**config.mk**
```make
export PLATFORM = sky130hd
export DESIGN_NAME = mcq_manager
export DESIGN_NICKNAME = d
export VERILOG_FILES = /design/src/rtl/mcq_pkg.sv /design/src/rtl/mcq_fifo.sv /design/src/rtl/mcq_free_pool.sv /design/src/rtl/mcq_refcnt.sv /design/src/rtl/mcq_manager.sv
export SDC_FILE = /design/constraint.sdc
export NUM_CORES = 1
export LEC_CHECK = 0
export BUFFER_PORTS_ARGS = -buffer_cell sky130_fd_sc_hd__buf_2
export CORE_UTILIZATION = 40
export DETAILED_ROUTE_END_ITERATION = 6
export HOLD_SLACK_MARGIN = 0.05
export PLACE_DENSITY = 0.66
export SYNTH_ARGS = -nofsm -noshare
export SYNTH_HDL_FRONTEND = slang
export SYNTH_SLANG_ARGS = --single-unit
export TNS_END_PERCENT = 1
```
**constraint.sdc**
```tcl
create_clock -name clk -period 12.8 [get_ports clk]
set_input_delay 2.56 -clock clk [delete_from_list [all_inputs] [get_ports clk]]
set_output_delay 2.56 -clock clk [all_outputs]
set_load 0.02 [all_outputs]
```
**src/rtl/mcq_pkg.sv**
```systemverilog
package mcq_pkg;

  // number of ones in a destination bitmap (up to 32 ports)
  function automatic int unsigned bits_set(input logic [31:0] v);
    int unsigned n;
    n = 0;
    for (int i = 0; i < 32; i++) n += {31'd0, v[i]};
    return n;
  endfunction

endpackage

```
**src/rtl/mcq_fifo.sv**
```systemverilog
module mcq_fifo #(
  parameter int DEPTH = 16,
  parameter int W     = 4
) (
  input  logic         clk,
  input  logic         rst,
  input  logic         push,
  input  logic         pop,
  input  logic [W-1:0] din,
  output logic [W-1:0] dout,
  output logic         empty,
  output logic         full
);
  localparam int PW = (DEPTH > 1) ? $clog2(DEPTH) : 1;
  localparam int CW = $clog2(DEPTH + 1);

  logic [W-1:0]  mem [DEPTH];
  logic [PW-1:0] wp, rp;
  logic [CW-1:0] cnt;

  function automatic logic [PW-1:0] nxt(input logic [PW-1:0] p);
    return (p == PW'(DEPTH - 1)) ? '0 : p + 1'b1;
  endfunction

  // storage without reset so it maps to RAM
  always_ff @(posedge clk) begin
    if (push) mem[wp] <= din;
  end

  always_ff @(posedge clk) begin
    if (rst) begin
      wp  <= '0;
      rp  <= '0;
      cnt <= '0;
    end else begin
      if (push) wp <= nxt(wp);
      if (pop)  rp <= nxt(rp);
      case ({push, pop})
        2'b10:   cnt <= cnt + 1'b1;
        2'b01:   cnt <= cnt - 1'b1;
        default: cnt <= cnt;
      endcase
    end
  end

  assign dout  = mem[rp];
  assign empty = (cnt == '0);
  assign full  = (cnt == CW'(DEPTH));
endmodule

```
**src/rtl/mcq_free_pool.sv**
```systemverilog
module mcq_free_pool #(
  parameter int NCELLS = 16,
  parameter int AW     = 4
) (
  input  logic          clk,
  input  logic          rst,
  input  logic          take,
  input  logic          give,
  input  logic [AW-1:0] give_addr,
  output logic          avail,
  output logic [AW-1:0] addr
);
  localparam int FW = $clog2(NCELLS + 1);

  // never-used addresses come from a counter, so reset needs no RAM fill
  logic [FW-1:0] fresh;
  logic          from_fresh;
  logic          rec_empty, rec_full;
  logic [AW-1:0] rec_head;

  assign from_fresh = (fresh != FW'(NCELLS));

  mcq_fifo #(.DEPTH(NCELLS), .W(AW)) u_recycle (
    .clk   (clk),
    .rst   (rst),
    .push  (give && !rec_full),
    .pop   (take && !from_fresh),
    .din   (give_addr),
    .dout  (rec_head),
    .empty (rec_empty),
    .full  (rec_full)
  );

  always_ff @(posedge clk) begin
    if (rst)                    fresh <= '0;
    else if (take && from_fresh) fresh <= fresh + 1'b1;
  end

  assign avail = from_fresh || !rec_empty;
  assign addr  = from_fresh ? fresh[AW-1:0] : rec_head;
endmodule

```
**src/rtl/mcq_refcnt.sv**
```systemverilog
module mcq_refcnt #(
  parameter int NCELLS = 16,
  parameter int AW     = 4,
  parameter int CW     = 3
) (
  input  logic          clk,
  input  logic          set_en,
  input  logic [AW-1:0] set_addr,
  input  logic [CW-1:0] set_val,
  input  logic          dec_en,
  input  logic [AW-1:0] dec_addr,
  output logic          last_copy
);
  // a set address is always free and a decremented one always in use,
  // so the two ports never meet on one entry
  logic [CW-1:0] cnt [NCELLS];

  always_ff @(posedge clk) begin
    if (set_en) cnt[set_addr] <= set_val;
    if (dec_en) cnt[dec_addr] <= cnt[dec_addr] - 1'b1;
  end

  assign last_copy = dec_en && (cnt[dec_addr] == CW'(1));
endmodule

```
**src/rtl/mcq_manager.sv**
```systemverilog
module mcq_manager
  import mcq_pkg::*;
#(
  parameter int NPORTS = 4,
  parameter int NCELLS = 16,
  parameter int QDEPTH = NCELLS,
  localparam int AW  = $clog2(NCELLS),
  localparam int PSW = (NPORTS > 1) ? $clog2(NPORTS) : 1
) (
  input  logic              clk,
  input  logic              rst,
  input  logic              cell_valid,
  input  logic [NPORTS-1:0] cell_dest,
  input  logic              serve_en,
  output logic              grant_valid,
  output logic [AW-1:0]     grant_addr,
  output logic              drop,
  output logic              out_valid,
  output logic [PSW-1:0]    out_port,
  output logic [AW-1:0]     out_addr
);
  localparam int CW = $clog2(NPORTS + 1);

  logic [NPORTS-1:0] q_full, q_empty;
  logic [AW-1:0]     q_head [NPORTS];
  logic              pool_avail;
  logic [AW-1:0]     pool_addr;
  logic              want, blocked, take, reject;
  logic [PSW-1:0]    rr;
  logic              serve_hit;
  logic [AW-1:0]     head_sel;
  logic              last_copy;
  logic [CW-1:0]     copies;

  assign want      = cell_valid && (|cell_dest);
  assign blocked   = |(cell_dest & q_full);
  assign take      = want && pool_avail && !blocked;
  assign reject    = want && !take;
  assign serve_hit = serve_en && !q_empty[rr];
  assign head_sel  = q_head[rr];
  assign copies    = CW'(bits_set(32'(cell_dest)));

  generate
    for (genvar g = 0; g < NPORTS; g++) begin : g_q
      mcq_fifo #(.DEPTH(QDEPTH), .W(AW)) u_q (
        .clk   (clk),
        .rst   (rst),
        .push  (take && cell_dest[g]),
        .pop   (serve_hit && (rr == PSW'(g))),
        .din   (pool_addr),
        .dout  (q_head[g]),
        .empty (q_empty[g]),
        .full  (q_full[g])
      );
    end
  endgenerate

  mcq_free_pool #(.NCELLS(NCELLS), .AW(AW)) u_pool (
    .clk       (clk),
    .rst       (rst),
    .take      (take),
    .give      (last_copy),
    .give_addr (head_sel),
    .avail     (pool_avail),
    .addr      (pool_addr)
  );

  mcq_refcnt #(.NCELLS(NCELLS), .AW(AW), .CW(CW)) u_ref (
    .clk       (clk),
    .set_en    (take),
    .set_addr  (pool_addr),
    .set_val   (copies),
    .dec_en    (serve_hit),
    .dec_addr  (head_sel),
    .last_copy (last_copy)
  );

  always_ff @(posedge clk) begin
    if (rst) begin
      rr          <= '0;
      grant_valid <= 1'b0;
      grant_addr  <= '0;
      drop        <= 1'b0;
      out_valid   <= 1'b0;
      out_port    <= '0;
      out_addr    <= '0;
    end else begin
      grant_valid <= take;
      grant_addr  <= pool_addr;
      drop        <= reject;
      out_valid   <= serve_hit;
      out_port    <= rr;
      out_addr    <= head_sel;
      if (serve_en) rr <= (rr == PSW'(NPORTS - 1)) ? '0 : rr + 1'b1;
    end
  end
endmodule

```
==> summary.txt <==
Utilization after layout - 45.22%
Wire per inst - 20.10 µm
Number of setup violations in the final report - 0
Mapped cell area - 20590 µm²
Clock slew at reported path FFs - 0.06 ns
Fin. Hold Viols - 0
Min Tclk post-route - 7.308 ns
Layout cell share with drive strength beyond 1 - 15.57%
Clk buf depth - 3
1st-iter DRT viols - 832
Primary FF master, synth - edfxtp_1
Mean Syn Cell Area - 14.22 µm²
Slew margin rel. - 17.57%
Area Overhead vs Synth - 10.88%
Crit path DAT - 7.81 ns
Fmax - 136.8 MHz
Port bufs - 20
Drt drc - 0
Area of the multi-input gates - 6899 µm²
PwrDens - 152.0 nW/µm²
Reg2Reg Depth - 23
CP Launch Type - register
Post-synth EDFFs - 368
Min-Delay Path Depth - 2
Tightest Pin Transition - 1.235 ns
Initial antenna violation count - 6
Routed Antenna Nets - 0
DIE AREA - 52380 µm²
CTS Hold Bufs - 0
CP Cell Sequence - mux4_2, mux4_2, o21a_1, a211oi_4, inv_2, nor2_1, o211ai_1, and4_1, inv_2, ha_1, a21boi_0, nand2_1, nor3_4, inv_2, ha_1, xor2_1, ha_1, o21ai_0, a21oi_1, a21oi_1, xor2_1, or3_1, a21oi_1
Delay of the slowest cell on the worst path - 0.92 ns
Nets - 1514
Worst hold path type - register to register
# rows - 82
First-pass GRT wire length - 68.48 mm
IO Pins - 21
Status - complete, no violations
Cts repair resizes - 0
CP bufs+invs - 3
Die width - 228.9 µm
Worst setup EP type - register
RSZ-0062 raised after global routing - false
RR Endpoint - u_pool.u_recycle.cnt[4]$_SDFFE_PP0P_
# Post-CTS Setup Buffers - 0
Largest net degree at the start of global routing - 88
Crit Path Class - register to register
TritonCTS Buffers - 47
CTS tree - yes
Sequential share of the synthesized area - 63.89%
H-tree levels - 2
Vias after detailed routing - 11850
Worst vdd ir - 0.0001159 V
All-Layer GR Usage - 16.88%
FF+latch area - 13150 µm²
GPL Wtd Cong - 0.8612
Vias in the first global route - 11710
Critical Path RT - 13.30 ns
Hold_sp - g_q[0].u_q.rp[3]$_SDFFE_PP0P_
Root Driver - clkbuf_16
Final Cycle Share - 57.09%
Max Cap Viol - 0
Dpl hpwl - 29.00 mm
Routed vias/inst - 5.498
Die Ht - 228.9 µm
Crit path max-delay family - compound AO/OA/AOI/OAI gates
Drt pass-1 iters - 5
Syn Nets - 1517
Async SR Flop Fraction - 0%
Cells after Synth - 1448
Grt total ovfl - 0
Fin Setup TNS - 0 ns
Leak - 7.539 nW
Seq cells post-synth - 473
Ant diodes - 0
Syn. warnings - 0
WL final - 43.34 mm
CP max FO - 42
Slew Viols, Final - 0
Core Area - 50480 µm²
CP max stage cell - a211oi_4
Clock latency on the worst-skew pair - 0.59 ns
Top cells by area, synth - edfxtp_1, dfxtp_1, mux4_2
Netlist cell types - 66
Fillers - 4452
Starting Density - 40.78%
Synth area leader - edfxtp_1
Final Skew - 0.03562 ns
Clock sink count - 473
Top cell type's share of synthesized area - 53.68%
Reg-to-reg slack, setup - 5.49 ns
placed cells by master (no fill, tap or decap), types with 5 or more instances in the layout:
master	Yosys	final
a31oi_1	10	10
or4_1	6	6
nor4_1	11	10
o21ai_1	5	5
o21ai_0	35	35
o211ai_1	5	5
nand4_1	17	17
buf_4	3	12
clkinv_2	0	7
inv_1	49	45
nand3_1	28	28
mux2_2	20	20
and2_1	6	6
dfxtp_1	105	105
o31ai_1	20	20
mux4_2	89	89
inv_2	3	7
nand2b_1	15	15
mux2i_1	31	31
or3_1	11	11
nor3_2	5	5
mux2_1	17	17
buf_2	15	19
clkinv_1	1	11
ha_1	56	56
a21oi_1	53	53
xnor2_1	8	8
clkbuf_1	47	9
nand3b_1	6	6
clkbuf_16	0	48
nand2_1	117	117
nor3_1	31	31
xor2_1	32	32
fa_1	5	5
and3_1	7	7
a21o_1	8	8
nor2_1	140	140
edfxtp_1	368	368
flip-flops by register name, indices dropped and copies added (netlist names), 5 cells and up, named ones only:
| signal | flops |
|---|---|
| g_q.u_q.cnt | 20 |
| u_ref.cnt | 48 |
| g_q.u_q.mem | 256 |
| g_q.u_q.rp | 16 |
| u_pool.u_recycle.cnt | 5 |
| g_q.u_q.wp | 16 |
| u_pool.fresh | 5 |
| u_pool.u_recycle.mem | 64 |
worst max path at each step:
stage | slack, ns | cells after the start | to | startpoint
finish | 5.49 | 23 | u_pool.u_recycle.cnt[4]$_SDFFE_PP0P_ | register
global route | 4.84 | 23 | u_pool.u_recycle.cnt[4]$_SDFFE_PP0P_ | register
CTS | 5.48 | 23 | u_pool.u_recycle.cnt[4]$_SDFFE_PP0P_ | register
detailed placement | 5.50 | 23 | u_pool.u_recycle.cnt[4]$_SDFFE_PP0P_ | register
global placement | 5.63 | 23 | u_pool.u_recycle.cnt[4]$_SDFFE_PP0P_ | register
floorplan | 6.89 | 28 | u_pool.u_recycle.cnt[4]$_SDFFE_PP0P_ | register
cells in the mapped netlist (all sizes together) (4+ instances only):
cell type	instances
clkbuf	48
o21ai	40
or3	11
xor2	32
or4	6
a21o	8
nor4	13
mux2i	31
nor3	37
a31oi	10
nand4	17
mux2	37
fa	5
nand3b	6
xnor2	8
a21oi	53
dfxtp	105
ha	56
and2	6
o22ai	4
buf	35
mux4	89
o211ai	5
nor2	140
o31ai	21
edfxtp	368
and3	7
a211oi	4
nand2	117
inv	52
nand2b	15
nand3	28
stage by stage:
step | hold WS [ns] | area [µm²] | instances | setup WS (ns) | power [mW]
finish | 0.5118 | 22830 | 2156 | 5.492 | 3.471
global route | 0.5403 | 22830 | 2156 | 4.840 | 3.597
CTS | 0.5147 | 22830 | 2156 | 5.476 | 3.500
detailed placement | 0.5062 | 21280 | 2068 | 5.502 | 2.130
global placement | 0.4902 | 21280 | 2068 | 5.627 | 2.121
floorplan | 0.4636 | 20590 | 1448 | 6.893 | 2.018
worst reg2reg max path: stages, from the launching register on:
cell,delay [ns]
dfxtp_1,0.83
mux4_2,0.59
mux4_2,0.50
o21a_1,0.21
a211oi_4,0.92
inv_2,0.57
nor2_1,0.22
o211ai_1,0.10
and4_1,0.47
inv_2,0.11
ha_1,0.15
a21boi_0,0.23
nand2_1,0.14
nor3_4,0.23
inv_2,0.20
ha_1,0.36
xor2_1,0.18
ha_1,0.24
o21ai_0,0.15
a21oi_1,0.09
a21oi_1,0.17
xor2_1,0.09
or3_1,0.30
a21oi_1,0.15
where the power goes:
group	internal, mW	total (mW)	switching [mW]
logic	0.116	0.364	0.249
registers	1.71	1.73	0.0281
clock network	0.787	1.37	0.586
total	2.61	3.47	0.863
layout make-up:
cell class              instances  area share (%)
inverters                      53          0.8715
well taps                     672           3.683
flip-flops and latches        473           57.62
multi-input cells             839           30.22
repair buffers                 31          0.8112
clock inverters                29           1.261
clock buffers                  59           5.531
per-layer routing:
metal  vias up  GRT usage (%)  share of wire, %
li1       5439              -                 -
met1      5987          22.85                44
met2       330          27.30                47
met3        88          3.281               5.4
met4        10          5.625               2.6
met5         -              0              0.16
logic make-up after synthesis:
kind of cell / Yosys count / share of synthesized area [%]
flops: 473 / 63.89
simple gates: 417 / 9.633
compound gates: 164 / 4.953
mux: 157 / 13.27
buf+inv: 136 / 2.668
fa+ha+maj: 61 / 3.890
xor+xnor: 40 / 1.702
Note: power is estimated with default switching activity, not from simulation.
